===== config.mk =====
export PLATFORM = sky130hd
export DESIGN_NAME = otp_fuse_ctrl
export DESIGN_NICKNAME = d
export VERILOG_FILES = /design/src/rtl/otp_fuse_ctrl.sv
export SDC_FILE = /design/constraint.sdc
export NUM_CORES = 1
export LEC_CHECK = 0
export ABC_AREA = 1
export BUFFER_PORTS_ARGS = -buffer_cell sky130_fd_sc_hd__buf_2
export CAP_MARGIN = 25
export CORE_ASPECT_RATIO = 1.5
export CORE_MARGIN = 3
export CORE_UTILIZATION = 49
export CTS_CLUSTER_DIAMETER = 40
export CTS_CLUSTER_SIZE = 40
export DETAILED_ROUTE_END_ITERATION = 10
export PLACE_DENSITY = 0.78
export SYNTH_ARGS = -nofsm -noshare
export SYNTH_HDL_FRONTEND = slang
export SYNTH_SLANG_ARGS = --single-unit
export TNS_END_PERCENT = 1

===== constraint.sdc =====
create_clock -name clk -period 1.65 [get_ports clk]
set_input_delay 0.165 -clock clk [delete_from_list [all_inputs] [get_ports clk]]
set_output_delay 0.165 -clock clk [all_outputs]
set_load 0.01 [all_outputs]

===== src/rtl/otp_fuse_ctrl.sv =====
module otp_fuse_ctrl #(
  parameter int ROW_WORDS = 1,
  parameter int ADDR_W    = 16
) (
  input  logic                    clk,
  input  logic                    rst_n,
  input  logic                    bus_we,
  input  logic [7:0]              bus_addr,
  input  logic [31:0]             bus_wdata,
  output logic [31:0]             bus_rdata,
  output logic                    fuse_req,
  output logic                    fuse_we,
  output logic [ADDR_W-1:0]       fuse_row,
  output logic [32*ROW_WORDS-1:0] fuse_wdata,
  input  logic [32*ROW_WORDS-1:0] fuse_rdata,
  input  logic                    fuse_ack
);
  localparam int  RW   = 32 * ROW_WORDS;
  localparam bit  WIDE = (ROW_WORDS == 2);

  localparam logic [7:0] A_MODE = 8'h00, A_CMD = 8'h04, A_START = 8'h08,
                         A_STAT = 8'h0C, A_RD0 = 8'h10, A_ADDR  = 8'h28,
                         A_WR0  = 8'h2C, A_RD1 = 8'h5C, A_WR1   = 8'h64;
  localparam logic [5:0] C_READ = 6'h00, C_EN = 6'h02, C_DIS = 6'h03, C_PROG = 6'h08;

  typedef enum logic {IDLE, WAIT} state_t;
  state_t state;

  logic              mode_q, start_q, done, prog_ok, op_we;
  logic [5:0]        cmd_q;
  logic [1:0]        step_q;
  logic [ADDR_W-1:0] addr_q;
  logic [31:0]       wr0, wr1, rd0, rd1, rd1_in, key;

  generate
    if (WIDE) begin : g_two
      assign fuse_wdata = {wr1, wr0};
      assign rd1_in     = fuse_rdata[RW-1 -: 32];
    end else begin : g_one
      assign fuse_wdata = wr0;
      assign rd1_in     = 32'h0;
    end
  endgenerate

  assign fuse_req = (state == WAIT);
  assign fuse_we  = op_we;
  assign fuse_row = addr_q;

  always_comb begin
    case (step_q)
      2'd0: key = 32'hF;
      2'd1: key = 32'h4;
      2'd2: key = 32'h8;
      default: key = 32'hD;
    endcase
  end

  wire wr_hit = bus_we && (state == IDLE || bus_addr != A_START);
  wire launch = bus_we && bus_addr == A_START && bus_wdata[0] && mode_q && state == IDLE;

  always_ff @(posedge clk) begin
    if (!rst_n) begin
      state <= IDLE; mode_q <= 1'b0; start_q <= 1'b0; done <= 1'b0;
      prog_ok <= 1'b0; op_we <= 1'b0; cmd_q <= '0; step_q <= '0;
      addr_q <= '0; wr0 <= '0; wr1 <= '0; rd0 <= '0; rd1 <= '0;
    end else begin
      if (bus_we) begin
        case (bus_addr)
          A_MODE:  mode_q  <= bus_wdata[0];
          A_CMD:   cmd_q   <= bus_wdata[5:0];
          A_START: start_q <= bus_wdata[0];
          A_ADDR:  addr_q  <= bus_wdata[ADDR_W-1:0];
          A_WR0:   wr0     <= bus_wdata;
          A_WR1:   if (WIDE) wr1 <= bus_wdata;
          default: ;
        endcase
      end
      if (wr_hit && bus_addr == A_START && !bus_wdata[0]) done <= 1'b0;
      if (launch) begin
        done <= 1'b1;
        case (cmd_q)
          C_READ: begin done <= 1'b0; op_we <= 1'b0; state <= WAIT; end
          C_PROG: if (prog_ok) begin done <= 1'b0; op_we <= 1'b1; state <= WAIT; end
          C_DIS:  begin prog_ok <= 1'b0; step_q <= '0; end
          C_EN:   begin
            if (wr0 != key)        step_q <= '0;
            else if (step_q == 2'd3) begin step_q <= '0; prog_ok <= 1'b1; end
            else                   step_q <= step_q + 2'd1;
          end
          default: ;
        endcase
      end
      if (state == WAIT && fuse_ack) begin
        state <= IDLE;
        done  <= 1'b1;
        if (!op_we) begin
          rd0 <= fuse_rdata[31:0];
          rd1 <= rd1_in;
        end
      end
    end
  end

  always_comb begin
    case (bus_addr)
      A_MODE:  bus_rdata = {31'h0, mode_q};
      A_CMD:   bus_rdata = {26'h0, cmd_q};
      A_START: bus_rdata = {31'h0, start_q};
      A_STAT:  bus_rdata = {29'h0, prog_ok, done, 1'b0};
      A_RD0:   bus_rdata = rd0;
      A_RD1:   bus_rdata = rd1;
      A_ADDR:  bus_rdata = {{(32-ADDR_W){1'b0}}, addr_q};
      A_WR0:   bus_rdata = wr0;
      A_WR1:   bus_rdata = wr1;
      default: bus_rdata = 32'h0;
    endcase
  end

  assert_req_hold_R11: assert property (@(posedge clk) disable iff (!rst_n)
    fuse_req && !fuse_ack |=> fuse_req && $stable(fuse_row) && $stable(fuse_we));
  assert_prog_locked_R7: assert property (@(posedge clk) disable iff (!rst_n)
    fuse_req && fuse_we |-> prog_ok);
  assert_unlock_order_R5: assert property (@(posedge clk) disable iff (!rst_n)
    $rose(prog_ok) |-> $past(step_q == 2'd3 && cmd_q == C_EN));
  assert_mode_gate_R2: assert property (@(posedge clk) disable iff (!rst_n)
    state == IDLE && !mode_q |=> state == IDLE);
  assert_done_clear_R10: assert property (@(posedge clk) disable iff (!rst_n)
    bus_we && bus_addr == A_START && !bus_wdata[0] && state == IDLE |=> !done);
endmodule


; ---- Yosys cells after proc, flatten, opt, wreduce, memory -nomap -nowiden
; Index checks and enable logic that the tools add are counted.
[totals]
regBits = 94
in_bits = 76
[classes]
n_reduce_logical = 26
n_eq_ne = 17
addsub = 1
mux = 16
bitwise = 3
[ops]
columns = cell, n
row1 = $pmux 32 s7, 1
row2 = $ne 32x32->1, 1
row3 = $eq 8x4->1 const B, 2
row4 = $eq 8x6->1 const B, 2
row5 = $reduce_and 2->1, 7
row6 = $eq 6x2->1 const B, 2
row7 = $pmux 4 s3, 1
row8 = $eq 8x3->1 const B, 1
row9 = $eq 8x5->1 const B, 1
row10 = $logic_and 1x1->1, 8
row11 = $logic_not 8->1, 1
row12 = $ne 8x4->1 const B, 1
row13 = $pmux 1 s2, 4
row14 = $mux 1, 7
row15 = $eq 6x4->1 const B, 1
row16 = $logic_not 6->1, 1
row17 = $ne 2x2->1 const B, 3
row18 = $eq 2x2->1 const B, 2
row19 = $mux 2, 2
row20 = $pmux 2 s2, 1
row21 = $reduce_and 4->1, 1
row22 = $reduce_bool 2->1, 2
row23 = $not 1->1, 3
row24 = $reduce_and 3->1, 1
row25 = other kinds (7), 7

; ---- Depth between registers and ports, before layout
; Gate-level depths: netlist of run 1.
[logic_depth]
word_depth = 8
ltp_mapped = 12
depth_no_buf = 12

; ---- Worst setup path before layout of run 1
; No wires, ideal clock.
[synth_path]
path_type = register to register
start = register step_q[0]
end = register step_q[0]
t_required_ns = 1.586
arrival_time_ns = 1.332
path_stages_with_launch = 12
setup_time_ns = 0.064
n_path_buf = 0
slack_ns = 0.254
path_cell_list = dfxtp_1 inv_1 ha_1 inv_1 nand2_1 nand2_1 nor2_1 and2_1 nand3_1 nand2_1 nand2_1 nor2_1
[synth_via]
elab_chain_cells = 5
[synth_rtl]
columns = element, line_no
row1 = start: declaration, 31  ; logic [1:0] step_q;
row2 = start signal: assignment, 88  ; else step_q <= step_q + 2'd1;
row3 = "$eq 2x2->1, or another cell as far along", 50  ; case (step_q)
row4 = $pmux 4 s3, 50
row5 = $ne 32x32->1, 86  ; if (wr0 != key) step_q <= '0;
row6 = $mux 2 *, 86
row7 = $pmux 2 s2 *, 81  ; case (cmd_q)
; Mark *: on every way between the ends. The rest lies on a longest branch, timed or not.
; A chain may end at the register's enable or synchronous reset.

; ---- Final worst setup path of run 1
[layout_path]
start = input port bus_addr[6]
end = output port bus_rdata[4]
[layout_via]
elab_chain_cells = 2
[layout_rtl]
columns = element, line_no
row1 = start: declaration, 8  ; input logic [7:0] bus_addr,
row2 = "$eq 8x6->1, or another cell as far along", 105  ; case (bus_addr)
row3 = $pmux 32 s7 *, 105
row4 = end: declaration, 10  ; output logic [31:0] bus_rdata,
; Marks and branches as above.

==> run summary, run 1 <==
DP HPWL -> 8.97 mm
CTS sink count -> 94
DRC -> 0
Worst Hold Class -> in2reg
Syn Inst Count -> 626
All-Layer GR Usage -> 25.4%
Yosys top cell by area -> dfxtp_1
N_diodes -> 0
Synth top area cells -> dfxtp_1 (44%), nor2_1 (10%), o21ai_0 (9.2%)
Top-area cell type share of the netlist area -> 43.9%
Routability congestion estimate -> 0.853
Detail Route Antenna Nets -> 0
# setup viols final -> 0
Die area -> 9930 um^2
Main synth FF type -> dfxtp_1
Count leader, synth -> nor2_1
Worst path arrival time -> 1360 ps
CP Cell Sequence -> buf_2, inv_1, nand2_2, nor3_4, nand2_1, buf_12, o22ai_1, a21oi_1, nand2_1, buf_2
Synth-to-layout area growth -> 29.8%
Worst-Margin Slew -> 378 ps
Slew HR -> 74.8%
Effective utilization at floorplan -> 50.6%
Total CTS buffers -> 9
PnR worst setup slack -> 125 ps
Wire per inst -> 14.0 um
Share of cells above drive strength 1 -> 26.4%
Largest family of logic cells by synthesized area -> compound AO/OA/AOI/OAI gates
Fraction of the mapped netlist area in compound gates -> 22.5%
Die extent in x -> 82.4 um
Max clock buf depth -> 2
CTS Hold Bufs -> 0
Max-Cap Viols -> 0
Post-synthesis simple-gate area fraction -> 22.0%
First-pass GRT wire length -> 19.8 mm
Status -> finished clean
Proportion of synthesized area in mux cells -> 0%
EDFF count, synth -> 0
Via density -> 5.21
Register area -> 1890 um^2
Pleak -> 0.00269 uW
Worst setup SP type -> input pin
Syn_area_per_cell -> 6.85 um^2
Number of antenna violations at the first check in global routing -> 0
Slowest Stage Delay on Critical Path -> 230 ps
Vias in the first global route -> 4264
Tcrit/Tclk final -> 92.4%
Fillers -> 802
Post-synth ARST share -> 0%
Fraction of the mapped netlist area in adder cells -> 1.17%
Die Height -> 121 um
Setup TNS after final layout -> 0 ps
Worst skew pair latency -> 340 ps
Top Ports -> 158
Critical path capture point type -> output port
Root buffer cell -> clkbuf_16
Reg2Reg Setup Slack -> 170 ps
PD cells -> 787 nW/um^2
Buffers and inverters on the worst path -> 4
Pre-antenna DRT Iters -> 5
Fin. Hold Viols -> 0
Critical path's top delay family -> simple AND/OR/NAND/NOR gates
1st-iter DRT viols -> 278
Minimum clock period -> 1530 ps
Crit Path Max Fanout -> 16
Area of the core -> 8460 um^2
Htree depth -> 3
Max IR drop VDD -> 516 uV
Pin count of the biggest net entering global routing -> 93
Number of synthesized register bits -> 94
Synth warn -> 0
Req. time, crit path -> 1480 ps
Worst Skew -> 7.31 ps
Cell Area, Synth -> 4290 um^2
DP Worst Slack -> 27.9 ps
Area used by multi-input combinational logic -> 2000 um^2
RSZ-0062 raised after global routing -> false
Number of distinct library cells after synthesis -> 25
Buffers on Ports -> 157
Synth Net Count -> 706
Clk slew on worst S/H paths -> 60 ps
Worst Setup Path Type -> in2out
Via count -> 4619
Number of rows in the core area -> 41
CTS tree -> done
Post-Synth XOR/XNOR Area -> 0.204%
Sequential area share after synthesis -> 43.9%
Fin nets -> 856
Total wire length -> 12.4 mm
Top cells by count, synth -> nor2_1 (115), dfxtp_1 (94), nand2_1 (86)
Peak Freq -> 656 MHz
Slowest-stage cell, CP -> nor3_4
Final max-slew violation count -> 0
Total global routing overflow -> 0
[per-stage QoR]
step,hold WS [ps],std cells,total power (uW),utilization [%],instance area [um^2]
after global routing,50.9,887,4530,65.7,5560
after floorplan,300,626,2410,-,4290
after global placement,388,871,2540,62.0,5250
after detailed placement,394,871,2540,62.0,5250
after CTS,45.7,886,4400,65.2,5520
final,50.0,887,4380,65.7,5560
[kinds of logic after synthesis]
| kind of cell | Yosys count |
|---|---|
| AOI/OAI and AO/OA | 183 |
| xor gates and xnor gates | 1 |
| adders and majority gates | 4 |
| buffers and inverters | 113 |
| DFF | 94 |
| and+or+nand+nor | 231 |
[report_power, final]
group | switching [uW] | total [uW] | internal (uW)
registers | 2.21 | 2270 | 2270
logic | 122 | 222 | 100
clock network | 831 | 1890 | 1060
total | 955 | 4380 | 3430
[placed cells by master, fill, tap and decap left out, types with 2 or more instances in the layout]
cell type and count:
buf_2 157, nor2_1 112, dfxtp_1 92, nand2_1 85, o21ai_0 78, inv_1 76
a21oi_1 59, o21ai_1 29, nand3_1 12, o221ai_1 10, clkbuf_16 9, buf_4 7
o22ai_1 6, buf_12 6, inv_2 5, nand4_1 5, nor2_2 5, nor3_1 3
ha_1 3, nor3_2 2, nand3_2 2, clkbuf_1 2
[sequential cells by signal, summed over array words and instances, names as in the netlist]
register / cells
cmd_q: 6
fuse_row: 16
fuse_req: 1
rd0: 32
fuse_we: 1
mode_q: 1
prog_ok: 1
start_q: 1
fuse_wdata: 32
step_q: 2
done: 1
[per-layer routing]
metal	vias up	wire length [um]	GRT usage [%]
met5	-	0	0
li1	2324	-	-
met1	2094	4880	31.4
met3	32	710	3.58
met2	169	6450	42.3
met4	0	385	12.6
[tightest hold or removal path: stages]
cell and delay [ps]:
buf_2 70, nor2_1 30, nor2_1 80
[layout make-up]
cell class | count | share of cell area (%)
multi-input combinational | 419 | 36.0
clock buffer | 12 | 4.43
timing repair buffer | 171 | 17.4
inverter | 81 | 5.46
sequential | 94 | 33.9
tap | 107 | 2.41
clock inverter | 3 | 0.382
[worst paths after layout]
kind | cells past startpoint | from | to
max | 10 | bus_addr[6] | bus_rdata[4]
min | 3 | fuse_rdata[30] | rd0[30]$_SDFFE_PN0P_
max reg2reg | 11 | step_q[0]$_SDFFE_PN0P_ | step_q[0]$_SDFFE_PN0P_
min reg2reg | 2 | prog_ok$_SDFFE_PN0P_ | prog_ok$_SDFFE_PN0P_
[timing repair]
action                     4_1_cts  5_1_grt
resized for setup                1       13
setup endpoints to repair        1       28
pin swaps                        0        1
buffers inserted                 0        1
gates cloned                     0        0
(Power assumes the default switching activity.)
==> run 2: changes to the inputs <==
--- a/config.mk
+++ b/config.mk
@@ -8,12 +8,13 @@
 export ABC_AREA = 1
 export BUFFER_PORTS_ARGS = -buffer_cell sky130_fd_sc_hd__buf_2
 export CAP_MARGIN = 25
-export CORE_ASPECT_RATIO = 1.5
+export CORE_ASPECT_RATIO = 1.1
 export CORE_MARGIN = 3
 export CORE_UTILIZATION = 49
 export CTS_CLUSTER_DIAMETER = 40
 export CTS_CLUSTER_SIZE = 40
 export DETAILED_ROUTE_END_ITERATION = 10
+export HOLD_SLACK_MARGIN = 0.15
 export PLACE_DENSITY = 0.78
 export SYNTH_ARGS = -nofsm -noshare
 export SYNTH_HDL_FRONTEND = slang
==> run 2 against run 1 <==
Worst hold slack gained 250 ps. Clock skew grew 2.5 ps. Maximum frequency shrank 4.1%. Non-clock buffer count grew 69. Final cell count grew 8.3%. Routed wire length grew 22%. Die area shrank 0.22%. Sequential power is essentially flat. Flip-flop and latch count is the same. Largest cell class unchanged. Largest power group unchanged.
==> run summary, run 2 (synthesis gave the netlist of run 1 again) <==
All-Layer GR Usage -> 30.2% (+4.7 points)
CTS tree -> done
Worst path arrival time -> 1430 ps (+70 ps)
DP HPWL -> 9.87 mm (+10%)
Via count -> 5116 (+11%)
Die extent in x -> 95.2 um (+16%)
Share of cells above drive strength 1 -> 24.8% (-1.6 points)
Slowest Stage Delay on Critical Path -> 240 ps (about the same)
Reg2Reg Setup Slack -> 110 ps (-60 ps)
First-pass GRT wire length -> 23.7 mm (+20%)
Max IR drop VDD -> 551 uV (+6.8%)
Detail Route Antenna Nets -> 0 (unchanged)
Most frequent cells in the layout -> buf_2 (157), nor2_1 (112), dfxtp_1 (92), nand2_1 (84), o21ai_0 (78)
Worst setup SP type -> input pin
Slowest-stage cell, CP -> nor3_4
Req. time, crit path -> 1480 ps (about the same)
Pin count of the biggest net entering global routing -> 93 (unchanged)
Htree depth -> 3 (unchanged)
Pre-antenna DRT Iters -> 5 (unchanged)
Area of the core -> 8450 um^2 (-0.15%)
Power Total -> 4320 uW (-1.4%)
Total wire length -> 15.2 mm (+22%)
Total CTS buffers -> 9 (unchanged)
RSZ-0062 raised after global routing -> true
Setup TNS after final layout -> 0 ps (unchanged)
Crit Path Max Fanout -> 32 (+16)
Fin nets -> 925 (+8.1%)
N_diodes -> 0 (unchanged)
Critical path's top delay family -> buffers and inverters
Fin. Hold Viols -> 0 (unchanged)
Worst Setup Path Type -> in2out
Number of rows in the core area -> 35 (-15%)
R2R Path Start -> step_q[0]$_SDFFE_PN0P_
Most common cell after layout, fill and taps aside -> buf_2
# setup viols final -> 0 (unchanged)
Slew HR -> 76.2% (+1.4 points)
Placed insts -> 876 (+0.57%)
Minimum clock period -> 1590 ps (+65.2 ps)
Tcrit/Tclk final -> 96.4% (+4.0 points)
Buffers on Ports -> 157 (unchanged)
Die area -> 9910 um^2 (-0.22%)
Max-Cap Viols -> 0 (unchanged)
Worst Hold Class -> in2reg
Top Ports -> 158 (unchanged)
Die Height -> 104 um (-14%)
Clk slew on worst S/H paths -> 90 ps (+30 ps)
Synth-to-layout area growth -> 45.0%
Number of antenna violations at the first check in global routing -> 0 (unchanged)
CP Cell Sequence -> buf_2, inv_1, nand2_2, nor3_4, nand2_1, buf_12, o21ai_0, buf_2
CTS sink count -> 94 (unchanged)
Crit path from -> bus_addr[6]
Status -> finished clean
Worst Skew -> 9.85 ps (+2.54 ps)
Buffers and inverters on the worst path -> 4 (unchanged)
Worst path most repeated cell -> buf_2
1st-iter DRT viols -> 427 (+54%)
DRC -> 0 (unchanged)
Effective utilization at floorplan -> 50.7% (+0.075 points)
Worst skew pair latency -> 350 ps (about the same)
Root buffer cell -> clkbuf_8
Vias in the first global route -> 4985 (+17%)
Via density -> 5.32 (+2.2%)
Worst-Margin Slew -> 357 ps (-20.6 ps)
Final max-slew violation count -> 0 (unchanged)
Wire per inst -> 15.8 um (+13%)
Critical path capture point type -> output port
PD cells -> 695 nW/um^2 (-12%)
Routability congestion estimate -> 0.919 (+7.7%)
Peak Freq -> 629 MHz (-4.1%)
Pleak -> 0.00296 uW (+9.9%)
Layout Cells excl Fill -> 961 (+8.3%)
Max clock buf depth -> 2 (unchanged)
Worst hold path startpoint -> bus_we
Total global routing overflow -> 0 (unchanged)
-- run 2: layout make-up --
| type | count | area [um^2] |
|---|---|---|
| Clock buffer | 11 | 141 |
| Clock inverter | 5 | 81.3 |
| Fill cell | 672 | 2240 |
| Inverter | 81 | 304 |
| Multi-Input combinational cell | 419 | 2010 |
| Sequential cell | 94 | 1890 |
| Tap cell | 111 | 139 |
| Timing Repair Buffer | 240 | 1650 |
-- run 2: where the power goes --
group | switching, uW | internal (uW)
registers | 2.40 | 2270
clock network | 789 | 899
logic | 157 | 203
-- run 2: repair_timing --
action,CTS,global route
pin swaps,0,3
resized for setup,2,12
gates cloned,0,1
endpoints found under the setup margin,2,25
buffers inserted,0,2
hold buffers,66,0
hold endpoints to repair,81,0
-- run 2: metal layers --
layer,track usage (%),share of wire [%],vias to the layer above
met5,0,0,-
li1,-,-,2463
met2,50.5,50,273
met3,5.57,7.1,58
met1,36.3,39,2322
met4,14.9,4.2,0
-- run 2: through the flow --
step	worst slack, ps	instance area, um^2	util (%)	hold WS [ps]
2_1_floorplan	254	4290	-	300
3_3_place_gp	23.9	5250	62.1	388
3_5_place_dp	-3.83	5250	62.1	392
4_1_cts	51.6	6140	72.6	279
5_1_grt	-4.25	6210	73.5	306
6_report	59.5	6210	73.5	302
-- run 2: final timing paths --
| path | end | cells after the start |
|---|---|---|
| setup / recovery | bus_rdata[25] | 8 |
| hold / removal | cmd_q[0]$_SDFFE_PN0P_ | 4 |
| setup reg to reg | step_q[0]$_SDFFE_PN0P_ | 11 |
| hold reg to reg | fuse_row[2]$_SDFFE_PN0P_ | 2 |
-- run 2: worst register-to-register path: stages (launching register included) --
cell,delay [ps]
dfxtp_4,380
inv_1,60
ha_1,300
inv_1,60
nand2_1,60
nand2_1,50
nor2_2,110
and2_1,160
nand3_1,80
nand2_1,70
nand2_1,50
nor2_1,90
